==> src/rtl/rxwa_pkg.sv <==
// Shared definitions for the receive word aligner.
// Assumes: word widths up to 32 bits; the offset counter is sized by $clog2.
package rxwa_pkg;
    typedef enum logic {
        REQ_LEVEL = 1'b0,
        REQ_EDGE  = 1'b1
    } req_mode_e;

    localparam int DEF_WORD_W    = 10;
    localparam int DEF_SHORT_LEN = 7;
endpackage

==> src/rtl/rxwa_window.sv <==
// Holds the previous word, builds the two-word window and flags every
// offset whose candidate word matches the pattern or its inverse.
// Assumes: SHORT_LEN < W; bit 0 of each word is the oldest received bit.
module rxwa_window #(
    parameter int W         = 10,
    parameter int SHORT_LEN = 7
) (
    input  logic             clk,
    input  logic             rst_n,
    input  logic [W-1:0]     rx_data,
    input  logic [W-1:0]     align_pattern,
    input  logic             short_pattern,
    output logic [2*W-1:0]   window,
    output logic [W-1:0]     hit
);
    localparam logic [W-1:0] SHORT_MASK = {{(W-SHORT_LEN){1'b0}}, {SHORT_LEN{1'b1}}};

    logic [W-1:0] prev_q;
    logic [W-1:0] cmp_mask;

    // Keep the word received one clock earlier.
    always_ff @(posedge clk) begin
        if (!rst_n) prev_q <= '0;
        else        prev_q <= rx_data;
    end

    assign window   = {rx_data, prev_q};
    assign cmp_mask = short_pattern ? SHORT_MASK : {W{1'b1}};

    // One comparator per bit offset, true or inverted pattern.
    for (genvar k = 0; k < W; k++) begin : g_cand
        logic [W-1:0] cand;
        assign cand   = window[k +: W];
        assign hit[k] = (((cand ^ align_pattern)  & cmp_mask) == '0) ||
                        (((cand ^ ~align_pattern) & cmp_mask) == '0);
    end
endmodule

==> src/rtl/rxwa_ctrl.sv <==
// Decides when the boundary may move, holds the selected offset and
// drives the sync flag in the behaviour picked by REQ_MODE.
// Assumes: hit is combinational from the current window; lowest offset wins.
module rxwa_ctrl
    import rxwa_pkg::*;
#(
    parameter int        W        = 10,
    parameter int        OFF_W    = 4,
    parameter req_mode_e REQ_MODE = REQ_LEVEL
) (
    input  logic             clk,
    input  logic             rst_n,
    input  logic             align_req,
    input  logic [W-1:0]     hit,
    output logic [OFF_W-1:0] off_sel,
    output logic             sync_status
);
    logic [OFF_W-1:0] first_off;
    logic [OFF_W-1:0] offset_q;
    logic             any_hit;
    logic             accept;
    logic             sync_q;

    // Priority encode: lowest matching offset.
    always_comb begin
        first_off = '0;
        for (int k = W - 1; k >= 0; k--) begin
            if (hit[k]) first_off = OFF_W'(k);
        end
    end

    assign any_hit = |hit;
    assign off_sel = accept ? first_off : offset_q;

    // Hold the selected boundary until a new alignment is accepted.
    always_ff @(posedge clk) begin
        if (!rst_n)      offset_q <= '0;
        else if (accept) offset_q <= first_off;
    end

    if (REQ_MODE == REQ_EDGE) begin : g_edge
        logic req_q;
        logic armed_q;
        logic rise;

        assign rise   = align_req & ~req_q;
        assign accept = (armed_q | rise) & any_hit;

        // Remember the request level for edge detection.
        always_ff @(posedge clk) begin
            if (!rst_n) req_q <= 1'b0;
            else        req_q <= align_req;
        end

        // Arm on a rising edge, lock and set sync on the first match.
        always_ff @(posedge clk) begin
            if (!rst_n) begin
                armed_q <= 1'b0;
                sync_q  <= 1'b0;
            end else if (accept) begin
                armed_q <= 1'b0;
                sync_q  <= 1'b1;
            end else if (rise) begin
                armed_q <= 1'b1;
                sync_q  <= 1'b0;
            end
        end
    end else begin : g_level
        logic aligned_q;

        assign accept = align_req & any_hit;

        // Pulse sync for one clock on a move to a new boundary.
        always_ff @(posedge clk) begin
            if (!rst_n) begin
                aligned_q <= 1'b0;
                sync_q    <= 1'b0;
            end else begin
                aligned_q <= aligned_q | accept;
                sync_q    <= accept & ((first_off != offset_q) | ~aligned_q);
            end
        end
    end

    assign sync_status = sync_q;
endmodule

==> src/rtl/rxwa_shift.sv <==
// Barrel-shifts the window by the selected offset and registers the
// realigned word together with its pattern-detect flag.
// Assumes: off_sel < W; hit is indexed by the same offsets as the window.
module rxwa_shift #(
    parameter int W     = 10,
    parameter int OFF_W = 4
) (
    input  logic             clk,
    input  logic             rst_n,
    input  logic [2*W-1:0]   window,
    input  logic [W-1:0]     hit,
    input  logic [OFF_W-1:0] off_sel,
    output logic [W-1:0]     word_out,
    output logic             pattern_det
);
    // Register the aligned word and whether it matched.
    always_ff @(posedge clk) begin
        if (!rst_n) begin
            word_out    <= '0;
            pattern_det <= 1'b0;
        end else begin
            word_out    <= window[off_sel +: W];
            pattern_det <= hit[off_sel];
        end
    end
endmodule

==> src/rtl/rx_word_aligner.sv <==
// Top of the receive word aligner: window and match search, alignment
// control and registered output shift.
// Assumes: rx_data is one deserialized word per clock, oldest bit in bit 0.
module rx_word_aligner
    import rxwa_pkg::*;
#(
    parameter int        WORD_W    = DEF_WORD_W,
    parameter int        SHORT_LEN = DEF_SHORT_LEN,
    parameter req_mode_e REQ_MODE  = REQ_LEVEL
) (
    input  logic              clk,
    input  logic              rst_n,
    input  logic [WORD_W-1:0] rx_data,
    input  logic [WORD_W-1:0] align_pattern,
    input  logic              short_pattern,
    input  logic              align_req,
    output logic [WORD_W-1:0] word_out,
    output logic              pattern_det,
    output logic              sync_status
);
    localparam int OFF_W = $clog2(WORD_W);

    logic [2*WORD_W-1:0] window;
    logic [WORD_W-1:0]   hit;
    logic [OFF_W-1:0]    off_sel;

    rxwa_window #(.W(WORD_W), .SHORT_LEN(SHORT_LEN)) u_window (
        .clk           (clk),
        .rst_n         (rst_n),
        .rx_data       (rx_data),
        .align_pattern (align_pattern),
        .short_pattern (short_pattern),
        .window        (window),
        .hit           (hit)
    );

    rxwa_ctrl #(.W(WORD_W), .OFF_W(OFF_W), .REQ_MODE(REQ_MODE)) u_ctrl (
        .clk         (clk),
        .rst_n       (rst_n),
        .align_req   (align_req),
        .hit         (hit),
        .off_sel     (off_sel),
        .sync_status (sync_status)
    );

    rxwa_shift #(.W(WORD_W), .OFF_W(OFF_W)) u_shift (
        .clk         (clk),
        .rst_n       (rst_n),
        .window      (window),
        .hit         (hit),
        .off_sel     (off_sel),
        .word_out    (word_out),
        .pattern_det (pattern_det)
    );
endmodule

==> config.mk <==
export PLATFORM = sky130hd
export DESIGN_NAME = rx_word_aligner
export DESIGN_NICKNAME = d
export VERILOG_FILES = /design/src/rtl/rxwa_pkg.sv /design/src/rtl/rxwa_window.sv /design/src/rtl/rxwa_ctrl.sv /design/src/rtl/rxwa_shift.sv /design/src/rtl/rx_word_aligner.sv
export SDC_FILE = /design/constraint.sdc
export NUM_CORES = 1
export LEC_CHECK = 0
export ABC_AREA = 1
export BUFFER_PORTS_ARGS = -buffer_cell sky130_fd_sc_hd__buf_2
export CAP_MARGIN = 20
export CORE_MARGIN = 5
export CORE_UTILIZATION = 59
export CTS_CLUSTER_DIAMETER = 120
export DETAILED_ROUTE_END_ITERATION = 10
export PLACE_DENSITY_LB_ADDON = 0.05
export RECOVER_POWER = 50
export SLEW_MARGIN = 20
export SYNTH_ARGS = -nofsm -noshare
export SYNTH_HDL_FRONTEND = slang
export SYNTH_SLANG_ARGS = --single-unit
==> constraint.sdc <==
create_clock -name clk -period 3.4 [get_ports clk]
set_input_delay 0.68 -clock clk [delete_from_list [all_inputs] [get_ports clk]]
set_output_delay 0.68 -clock clk [all_outputs]
set_load 0.01 [all_outputs]
==> flow_summary.json, run 1 <==
{
  "critical_path_required_ns": 3.62,
  "dieArea_sq_um": 8460,
  "max_cap_violations": 0,
  "drive_above_1_share": 0.117,
  "grt_pass1_wl_um": 19500,
  "portBuffers": 35,
  "rows": 29,
  "powerDensity_nw_per_um2": 254,
  "overflow": 0,
  "finish.instance_area_sq_um": 4210,
  "cts_resized": 0,
  "drtAntennaViolNets": 0,
  "fin_util": 0.651,
  "cts_buffers": 3,
  "slew_headroom": 0.537,
  "fin_nets": 724,
  "die_width_um": 92.0,
  "r2r-end": "u_shift.word_out[4]$_SDFF_PN0_",
  "cts-hold-fix-buffers": 0,
  "h-tree-depth": 1,
  "insertion_delay_ns": 0.28,
  "clock-sinks": 27,
  "finalHoldViolCount": 0,
  "syn_nets": 703,
  "antenna_cells": 0,
  "r2r_start": "u_window.g_cand[0].cand[9]$_SDFF_PN0_",
  "fp.dieH_um": 92.0,
  "area_growth_pct": 6.09,
  "final.setup.tns_ns": 0,
  "clockBufferDepth": 2,
  "finalCriticalPeriod_ns": 3.14,
  "route.detailed.drc": 0,
  "ys_ff_latch": 27,
  "core_area_sq_um": 6460,
  "whs_endpoint": "u_ctrl.g_level.aligned_q$_SDFF_PN0_",
  "cts_tree": "yes",
  "syn_inst": 679,
  "vias": 4322,
  "vias_per_cell": 5.57,
  "dp_cells": 772,
  "stdcell_count": 776,
  "fin_crit_sh": 0.924,
  "avgSynthCellArea_sq_um": 5.84,
  "total_power_w": 0.00107,
  "timing.clock.skew_ns": 0.00307,
  "ys_seq_area_frac": 0.136,
  "hold_path_class": "reg2reg",
  "drv_slew": 0,
  "yosys.cell_types.count": 37,
  "cp_max_fo": 19,
  "wl_um": 11700,
  "r2r_cells": 16,
  "critPathArrivalTime_ns": 3.37,
  "grt_util_met3": 0.0401,
  "setup_viol": 0,
  "num-fill-cells": 652,
  "antenna_found_initial": 0,
  "postPlaceCellArea_sq_um": 4170,
  "whs_path_depth": 2,
  "ctsRootBufferMaster": "clkbuf_8",
  "outcome": "complete, no violations",
  "worst_pin_slew_ns": 0.695,
  "rrSetupSlack_ns": 0.31,
  "floorplan.initialDensity": 0.614,
  "wl_per_cell_um": 15.1,
  "post-dp-hpwl_um": 9220,
  "power_leakage_nw": 2.13,
  "fmax_mhz": 318,
  "yosysWarnings": 0,
  "use_met2": 0.465,
  "cts.clk_slew.worst_paths_ns": 0.10,
  "drtIter0Drc": 430,
  "crit_type": "in2reg",
  "syn_area_sq_um": 3970,
  "setup.worst_path.start_class": "primary input",
  "routabilityCongestion": 0.923,
  "grt_use_met1": 0.377,
  "end_kind": "register",
  "grt_max_degree": 29,
  "grt_pass1_vias": 4119,
  "ios": 36,
  "dr.pass1.iters": 5,
  "min-delay-start": "u_ctrl.g_level.aligned_q$_SDFF_PN0_",
  "rsz0062_at_grt": "no",
  "grt.busiest_layer": "met2",
  "grt_util_all_layers": 0.280,
  "ir_drop_mv": 0.191,
  "cts_setup_buffers": 0
}
[layout by cell type (no fill, tap or decap)]
cell type,count
nand2_1,237
nand3_1,107
inv_1,64
xnor2_1,43
xor2_1,35
nor2_1,28
dfxtp_1,27
buf_2,25
nor3_1,21
buf_4,19
clkbuf_1,10
o21ai_0,9
nand4_1,8
o211ai_1,7
nand3b_1,6
a21oi_1,5
o21a_1,5
nor2_2,4
a21oi_2,4
nor3_2,3
nand2_2,3
nor2_4,3
clkbuf_8,3
buf_12,3
xor2_2,2
nand3_2,2
nand2_4,2
o21ai_2,2
inv_2,2
and2_0,1
nor3b_1,1
nor3b_2,1
o21ai_1,1
nand3_4,1
o21ai_4,1
a21boi_0,1
o22ai_4,1
o2111ai_1,1
clkinv_2,1
[registers in the layout (all words and copies together), names as in the netlist]
signal	flops
u_ctrl.g_level.aligned_q	1
u_ctrl.sync_status	1
u_window.g_cand.cand	10
u_shift.pattern_det	1
u_shift.word_out	10
u_ctrl.offset_q	4
[cells in the mapped netlist, drive strengths merged]
cell type  count  area, sq um
nand3b         6         45.0
o21a           5         37.5
dfxtp         27          541
o21ai         13         83.8
buf           35          244
a21boi         1         7.51
o2111ai        1         8.76
nand3        110          573
nor3          24          135
o22ai          1         20.0
a21oi          9         60.1
o211ai         7         52.6
xnor2         43          377
and2           1         6.26
nor2          35          164
clkbuf         6         22.5
nand2        242          931
inv           66          248
nand4          8         50.1
nor3b          2         20.0
xor2          37          339
[critical path, cell delays in order]
cell and delay, ns:
buf_2 0.29, inv_1 0.21, nand2_1 0.10, nand2_1 0.05, nand2_1 0.06, nor2_1 0.05
nand3_1 0.07, nand2_1 0.11, nor2_1 0.28, nand3_2 0.16, o21ai_4 0.21, nand2_1 0.09
o21ai_2 0.13, buf_4 0.30, nand3_1 0.16, nand2_1 0.10, nand2_1 0.05, nand2_1 0.08
nand2_1 0.09, nand2_1 0.10
[per-layer routing]
layer,up-vias,part of all wire
met5,-,0
met4,0,0.019
met3,21,0.059
met2,144,0.46
met1,1968,0.46
li1,2189,-
[worst max path at each step]
stage / to / start / cells past startpoint
floorplan: u_shift.word_out[8]$_SDFF_PN0_ / rx_data[1] / 16
global placement: u_shift.word_out[7]$_SDFF_PN0_ / rx_data[0] / 19
detailed placement: u_shift.word_out[7]$_SDFF_PN0_ / rx_data[0] / 19
CTS: u_shift.word_out[7]$_SDFF_PN0_ / rx_data[0] / 19
global route: u_shift.word_out[7]$_SDFF_PN0_ / rx_data[0] / 19
finish: u_shift.word_out[2]$_SDFF_PN0_ / rx_data[0] / 20
[stage by stage]
step | hold WS (ns) | setup WS [ns]
final | 0.488 | 0.257
after global routing | 0.521 | 0.00844
after global placement | 0.470 | 0.0130
after floorplan | 0.441 | 0.733
after detailed placement | 0.473 | -0.00736
after CTS | 0.497 | 0.261
[cells by family (layout without fill, tap and decap cells)]
logic type                count (synthesis)  after routing  synth area share
DFF                                      27             27             0.136
buffers and inverters                   107            127             0.130
AOI/OAI and AO/OA                        37             37            0.0682
and+or+nand+nor                         428            428             0.485
xor gates and xnor gates                 80             80             0.180
[report_power, final]
part / internal (W) / total [W] / switching, W
logic: 0.000188 / 0.000513 / 0.000325
registers: 0.000343 / 0.000366 / 0.0000230
clock network: 0.0000824 / 0.000191 / 0.000108
total: 0.000613 / 0.00107 / 0.000456
[area by class of cell]
cell class                      instances  area [sq um]  area share
Sequential cell                        27           541       0.128
Multi-Input combinational cell        545          2910       0.692
Clock buffer                            3          41.3     0.00982
Inverter                               66           248      0.0589
Clock inverter                          1          5.00     0.00119
Tap cell                               77          96.3      0.0229
Timing Repair Buffer                   57           365      0.0869
(Power assumes the default switching activity.)
==> run 2, diff against run 1 <==
--- a/config.mk
+++ b/config.mk
@@ -8,7 +8,6 @@
 export ABC_AREA = 1
 export BUFFER_PORTS_ARGS = -buffer_cell sky130_fd_sc_hd__buf_2
 export CAP_MARGIN = 20
-export CORE_MARGIN = 5
 export CORE_UTILIZATION = 59
 export CTS_CLUSTER_DIAMETER = 120
 export DETAILED_ROUTE_END_ITERATION = 10
==> flow_summary.json, run 2 (same netlist as run 1, synthesis figures left out) <==
{
  "outcome": "complete, no violations",
  "max_stage_delay_ns": 0.56,
  "wl_um": 11400,
  "worst_pin_slew_ns": 0.693,
  "timing.clock.skew_ns": 0.00659,
  "pre_cts_ws_ns": 0.118,
  "critical_path_required_ns": 3.62,
  "powerDensity_nw_per_um2": 255,
  "fp.dieH_um": 84.0,
  "layout_commonest_cell": "nand2_1",
  "ios": 36,
  "floorplan.initialDensity": 0.617,
  "core_area_sq_um": 6420,
  "die_width_um": 84.0,
  "vias_per_cell": 5.63,
  "post-dp-hpwl_um": 8930,
  "rows": 29,
  "routabilityCongestion": 1.08,
  "drive_above_1_share": 0.122,
  "route.detailed.drc": 0,
  "power_leakage_nw": 2.13,
  "r2r-end": "u_shift.word_out[4]$_SDFF_PN0_",
  "antenna_cells": 0,
  "timing.hold.ws_ns": 0.523,
  "path_common_cell": "nand2_1",
  "drv_slew": 0,
  "crit_end": "u_shift.word_out[4]$_SDFF_PN0_",
  "rsz0062_at_grt": "no",
  "fmax_mhz": 327,
  "hold_path_class": "reg2reg",
  "grt_pass1_wl_um": 19600,
  "dieArea_sq_um": 7050,
  "wl_per_cell_um": 14.6,
  "antenna_found_initial": 0,
  "stdcell_count": 780,
  "ctsRootBufferMaster": "clkbuf_8",
  "fin_crit_sh": 0.898,
  "critPathArrivalTime_ns": 3.27,
  "r2r_start": "u_window.g_cand[0].cand[9]$_SDFF_PN0_",
  "setup.worst_path.start_class": "register",
  "h-tree-depth": 1,
  "dr.pass1.iters": 5,
  "cpMaxStageDelayCell": "dfxtp_1",
  "overflow": 0,
  "r2r_cells": 16,
  "cts-hold-fix-buffers": 0,
  "end_kind": "register",
  "path_cells": "buf_4 > xor2_1 > nand2_1 > nor3b_2 > o211ai_1 > nand2_1 > nor2_2 > nand2_4 > nor2_2 > nor2_4 > o22ai_4 > nor2_1 > nand3_1 > nand2_1 > inv_1 > a21oi_2",
  "final.setup.tns_ns": 0,
  "crit_start": "u_window.g_cand[0].cand[9]$_SDFF_PN0_",
  "fin_ws_ns": 0.346,
  "finalCriticalPeriod_ns": 3.05,
  "crit_type": "reg2reg",
  "max_cap_violations": 0,
  "ir_drop_mv": 0.213,
  "drtAntennaViolNets": 0,
  "setup_viol": 0,
  "finalHoldViolCount": 0,
  "clock-sinks": 27,
  "rrSetupSlack_ns": 0.35,
  "area_growth_pct": 6.28,
  "vias": 4392,
  "cts_tree": "yes",
  "clockBufferDepth": 2,
  "grt_pass1_vias": 4181,
  "cts_setup_buffers": 0,
  "portBuffers": 35,
  "grt_util_all_layers": 0.346,
  "slew_headroom": 0.538,
  "dp_cells": 776,
  "grt_max_degree": 30,
  "insertion_delay_ns": 0.28,
  "total_power_w": 0.00107,
  "drtIter0Drc": 432,
  "fin_nets": 728,
  "cts_buffers": 3,
  "final_cell_mix": "nand2_1, nand3_1, inv_1",
  "cp_max_fo": 8,
  "cts.clk_slew.worst_paths_ns": 0.10,
  "cts_resized": 0
}
==> run 2: changes by cell type in the layout (fill, tap and decap cells not counted) <==
cell,change
clkinvlp_4,+1
buf_4,+6
buf_12,-2
clkinv_2,-1
==> run 2: cell type report <==
cell class              count  area, sq um
multi-input cells         545         2910
fillers                   646         2210
flip-flops and latches     27          541
repair buffers             61          370
inverters                  66          248
well taps                  77         96.3
clock buffers               3         41.3
clock inverters             1         7.51
==> run 2: power by group <==
part | total [W] | internal, W | switching, W
sequential | 0.000362 | 0.000343 | 0.0000192
clock | 0.000195 | 0.0000835 | 0.000112
combinational | 0.000516 | 0.000189 | 0.000328
total | 0.00107 | 0.000615 | 0.000459
==> run 2: how the worst min path moves through the flow <==
stage | from | endpoint | slack, ns | cells past startpoint
after CTS | u_ctrl.g_level.aligned_q$_SDFF_PN0_ | u_ctrl.g_level.aligned_q$_SDFF_PN0_ | 0.53 | 2
after detailed placement | u_ctrl.g_level.aligned_q$_SDFF_PN0_ | u_ctrl.g_level.aligned_q$_SDFF_PN0_ | 0.50 | 2
after global routing | u_ctrl.g_level.aligned_q$_SDFF_PN0_ | u_ctrl.g_level.aligned_q$_SDFF_PN0_ | 0.58 | 2
after global placement | u_ctrl.g_level.aligned_q$_SDFF_PN0_ | u_ctrl.g_level.aligned_q$_SDFF_PN0_ | 0.48 | 2
after floorplan | u_ctrl.g_level.aligned_q$_SDFF_PN0_ | u_ctrl.g_level.aligned_q$_SDFF_PN0_ | 0.44 | 2
final | u_ctrl.g_level.aligned_q$_SDFF_PN0_ | u_ctrl.g_level.aligned_q$_SDFF_PN0_ | 0.52 | 2
==> run 2: per-stage QoR <==
stage           util  cell area, sq um
2_1_floorplan      -              3970
3_3_place_gp   0.650              4180
3_5_place_dp   0.650              4180
4_1_cts        0.658              4230
5_1_grt        0.656              4210
6_report       0.656              4210
==> run 2: layer usage <==
layer  wire length, um  GRT usage
met5                 0          0
met4               267     0.0987
met3               855     0.0465
met2              5260      0.581
met1              5000      0.460
==> run 2: critical path: cells and delay by family, from the launching register on <==
| family | cells | cell delay (ns) |
|---|---|---|
| simple gates | 10 | 1.56 |
| flops | 1 | 0.56 |
| buf+inv | 2 | 0.31 |
| compound gates | 3 | 0.37 |
| xor+xnor | 1 | 0.19 |
==> run 3, diff against run 2 <==
--- a/config.mk
+++ b/config.mk
@@ -5,13 +5,12 @@
 export SDC_FILE = /design/constraint.sdc
 export NUM_CORES = 1
 export LEC_CHECK = 0
-export ABC_AREA = 1
 export BUFFER_PORTS_ARGS = -buffer_cell sky130_fd_sc_hd__buf_2
 export CAP_MARGIN = 20
 export CORE_UTILIZATION = 59
 export CTS_CLUSTER_DIAMETER = 120
 export DETAILED_ROUTE_END_ITERATION = 10
-export PLACE_DENSITY_LB_ADDON = 0.05
+export PLACE_DENSITY = 0.79
 export RECOVER_POWER = 50
 export SLEW_MARGIN = 20
 export SYNTH_ARGS = -nofsm -noshare
==> flow_summary.json, run 3 <==
{
  "fin_crit_sh": 1.07,
  "synth_top_area_frac": 0.160,
  "max_stage_delay_ns": 0.42,
  "drv_slew": 0,
  "cts.clk_slew.worst_paths_ns": 0.10,
  "fin_util": 0.859,
  "wl_um": 14200,
  "synth_top_flop_cell": "dfxtp_1",
  "whs_path_depth": 2,
  "setup.worst_path.start_class": "primary input",
  "antenna_cells": 0,
  "num-fill-cells": 273,
  "r2r_start": "u_window.g_cand[0].cand[8]$_SDFF_PN0_",
  "ys_seq_area_frac": 0.157,
  "r2r_cells": 12,
  "post-synth-top-count-cell": "xnor2_1",
  "powerDensity_nw_per_um2": 243,
  "final_cell_mix": "buf_4, xnor2_1, mux2i_1",
  "finalCriticalPeriod_ns": 3.63,
  "syn_inst": 424,
  "timing.clock.skew_ns": 0.00531,
  "synth_area_leaders": "xnor2_1, dfxtp_1, mux2i_1",
  "ios": 36,
  "synth_commonest_cells": "xnor2_1, mux2i_1, xor2_1, dfxtp_1, buf_2",
  "layout_commonest_cell": "buf_4",
  "critPathArrivalTime_ns": 3.80,
  "drive_above_1_share": 0.370,
  "fp.dieH_um": 78.4,
  "cts_tree": "yes",
  "dr.pass1.iters": 5,
  "rrSetupSlack_ns": -0.12,
  "routabilityCongestion": 0.956,
  "total_power_w": 0.00117,
  "overflow": 0,
  "floorplan.initialDensity": 0.617,
  "finalHoldViolCount": 0,
  "yosysTopAreaCell": "xnor2_1",
  "clock-sinks": 27,
  "wl_per_cell_um": 23.9,
  "ir_drop_mv": 0.242,
  "yosysWarnings": 0,
  "h-tree-depth": 1,
  "async_flop_share": 0,
  "dieArea_sq_um": 6140,
  "slew_headroom": 0.662,
  "setup_viol": 11,
  "fin_nets": 546,
  "r2r-end": "u_shift.word_out[8]$_SDFF_PN0_",
  "grt_max_degree": 19,
  "crit_type": "in2reg",
  "drtIter0Drc": 471,
  "yosys.cell_types.count": 60,
  "fmax_mhz": 275,
  "grt_pass1_vias": 3773,
  "cpMaxStageDelayCell": "o31ai_4",
  "timing.hold.ws_ns": 0.468,
  "cp_max_fo": 5,
  "route.detailed.drc": 0,
  "outcome": "complete, but fails checks",
  "fin_ws_ns": -0.231,
  "crit_start": "align_pattern[7]",
  "critical_path_required_ns": 3.57,
  "rows": 27,
  "core_area_sq_um": 5570,
  "min-delay-start": "u_ctrl.g_level.aligned_q$_SDFF_PN0_",
  "ys_ff_latch": 27,
  "area_growth_pct": 39.2,
  "vias_per_cell": 7.03,
  "clockBufferDepth": 2,
  "end_kind": "register",
  "violations": "negative setup slack",
  "grt_util_all_layers": 0.385,
  "hold_path_class": "reg2reg",
  "cts_buffers": 3,
  "rsz0062_at_grt": "yes",
  "worst_pin_slew_ns": 0.502,
  "vias": 4169,
  "syn_area_sq_um": 3440,
  "die_width_um": 78.4,
  "drtAntennaViolNets": 0,
  "insertion_delay_ns": 0.28,
  "avgSynthCellArea_sq_um": 8.12,
  "portBuffers": 35,
  "ctsRootBufferMaster": "clkbuf_8",
  "antenna_found_initial": 0,
  "post-dp-hpwl_um": 8420,
  "synth_edf_count": 0,
  "max_cap_violations": 0,
  "syn_nets": 448,
  "path_cells": "buf_12 > buf_4 > xnor2_1 > nor3_1 > o2111ai_1 > o41a_1 > nand4_1 > o31ai_4 > mux2_4 > buf_6 > mux2i_4 > mux2i_1 > a221o_1",
  "power_leakage_nw": 1.96,
  "whs_endpoint": "u_ctrl.g_level.aligned_q$_SDFF_PN0_",
  "grt_pass1_wl_um": 18400
}
[run 3: cell families (layout without fill, tap and decap cells)]
group	after synthesis	count (layout)	synth area share
and+or+nand+nor	118	118	0.185
xor gates and xnor gates	102	102	0.260
AOI/OAI and AO/OA	81	81	0.174
muxes	50	52	0.152
buffers and inverters	46	141	0.0720
DFF	27	27	0.157
[run 3: worst max-delay path by stage]
stage | depth (start not counted) | slack (ns) | endpoint
floorplan | 13 | -0.04 | u_shift.word_out[8]$_SDFF_PN0_
global placement | 13 | -0.33 | u_shift.word_out[8]$_SDFF_PN0_
detailed placement | 14 | -0.44 | u_shift.word_out[8]$_SDFF_PN0_
CTS | 14 | -0.02 | u_shift.pattern_det$_SDFF_PN0_
global route | 14 | -0.34 | u_shift.word_out[1]$_SDFF_PN0_
finish | 13 | -0.23 | u_shift.word_out[8]$_SDFF_PN0_
[run 3: what timing repair did]
action,in CTS,in global routing
gates resized for setup,8,88
gates cloned,2,0
buffers inserted,3,3
setup endpoints to repair,10,11
hold buffers,0,0
pin swaps,3,19
[run 3: metrics by stage]
stage          cell area [sq um]  std cells  setup WS, ns  setup TNS [ns]
5_1_grt                     4790        593        -0.344           -2.68
6_report                    4790        593        -0.231           -1.32
2_1_floorplan               3470        424       -0.0421         -0.0505
3_3_place_gp                4240        581        -0.332           -2.57
4_1_cts                     4370        590       -0.0166         -0.0195
3_5_place_dp                4240        581        -0.437           -3.49
[run 3: cell type report]
class | instances | area, sq um | area share
Multi-Input combinational cell | 353 | 3030 | 0.632
Timing Repair Buffer | 131 | 1060 | 0.222
Sequential cell | 27 | 543 | 0.113
Tap cell | 72 | 90.1 | 0.0188
Clock buffer | 4 | 45.0 | 0.00940
Inverter | 6 | 22.5 | 0.00470
[run 3: metal layers]
layer,wire length [um],up-vias,GRT usage
met2,6530,368,0.658
met4,987,0,0.178
li1,-,1730,-
met1,4920,1941,0.470
met3,1720,130,0.0651
met5,0,-,0
[run 3: worst max-delay path, delay by kind of cell]
kind / cells / cell delay [ns]
AOI/OAI and AO/OA: 4 / 1.23
xor gates and xnor gates: 1 / 0.28
buffers and inverters: 3 / 0.40
muxes: 3 / 0.86
and+or+nand+nor: 2 / 0.33
[run 3: power by group]
group	internal, W	switching, W	total, W
combinational	0.000274	0.000342	0.000617
sequential	0.000336	0.0000172	0.000354
clock	0.0000844	0.000111	0.000196
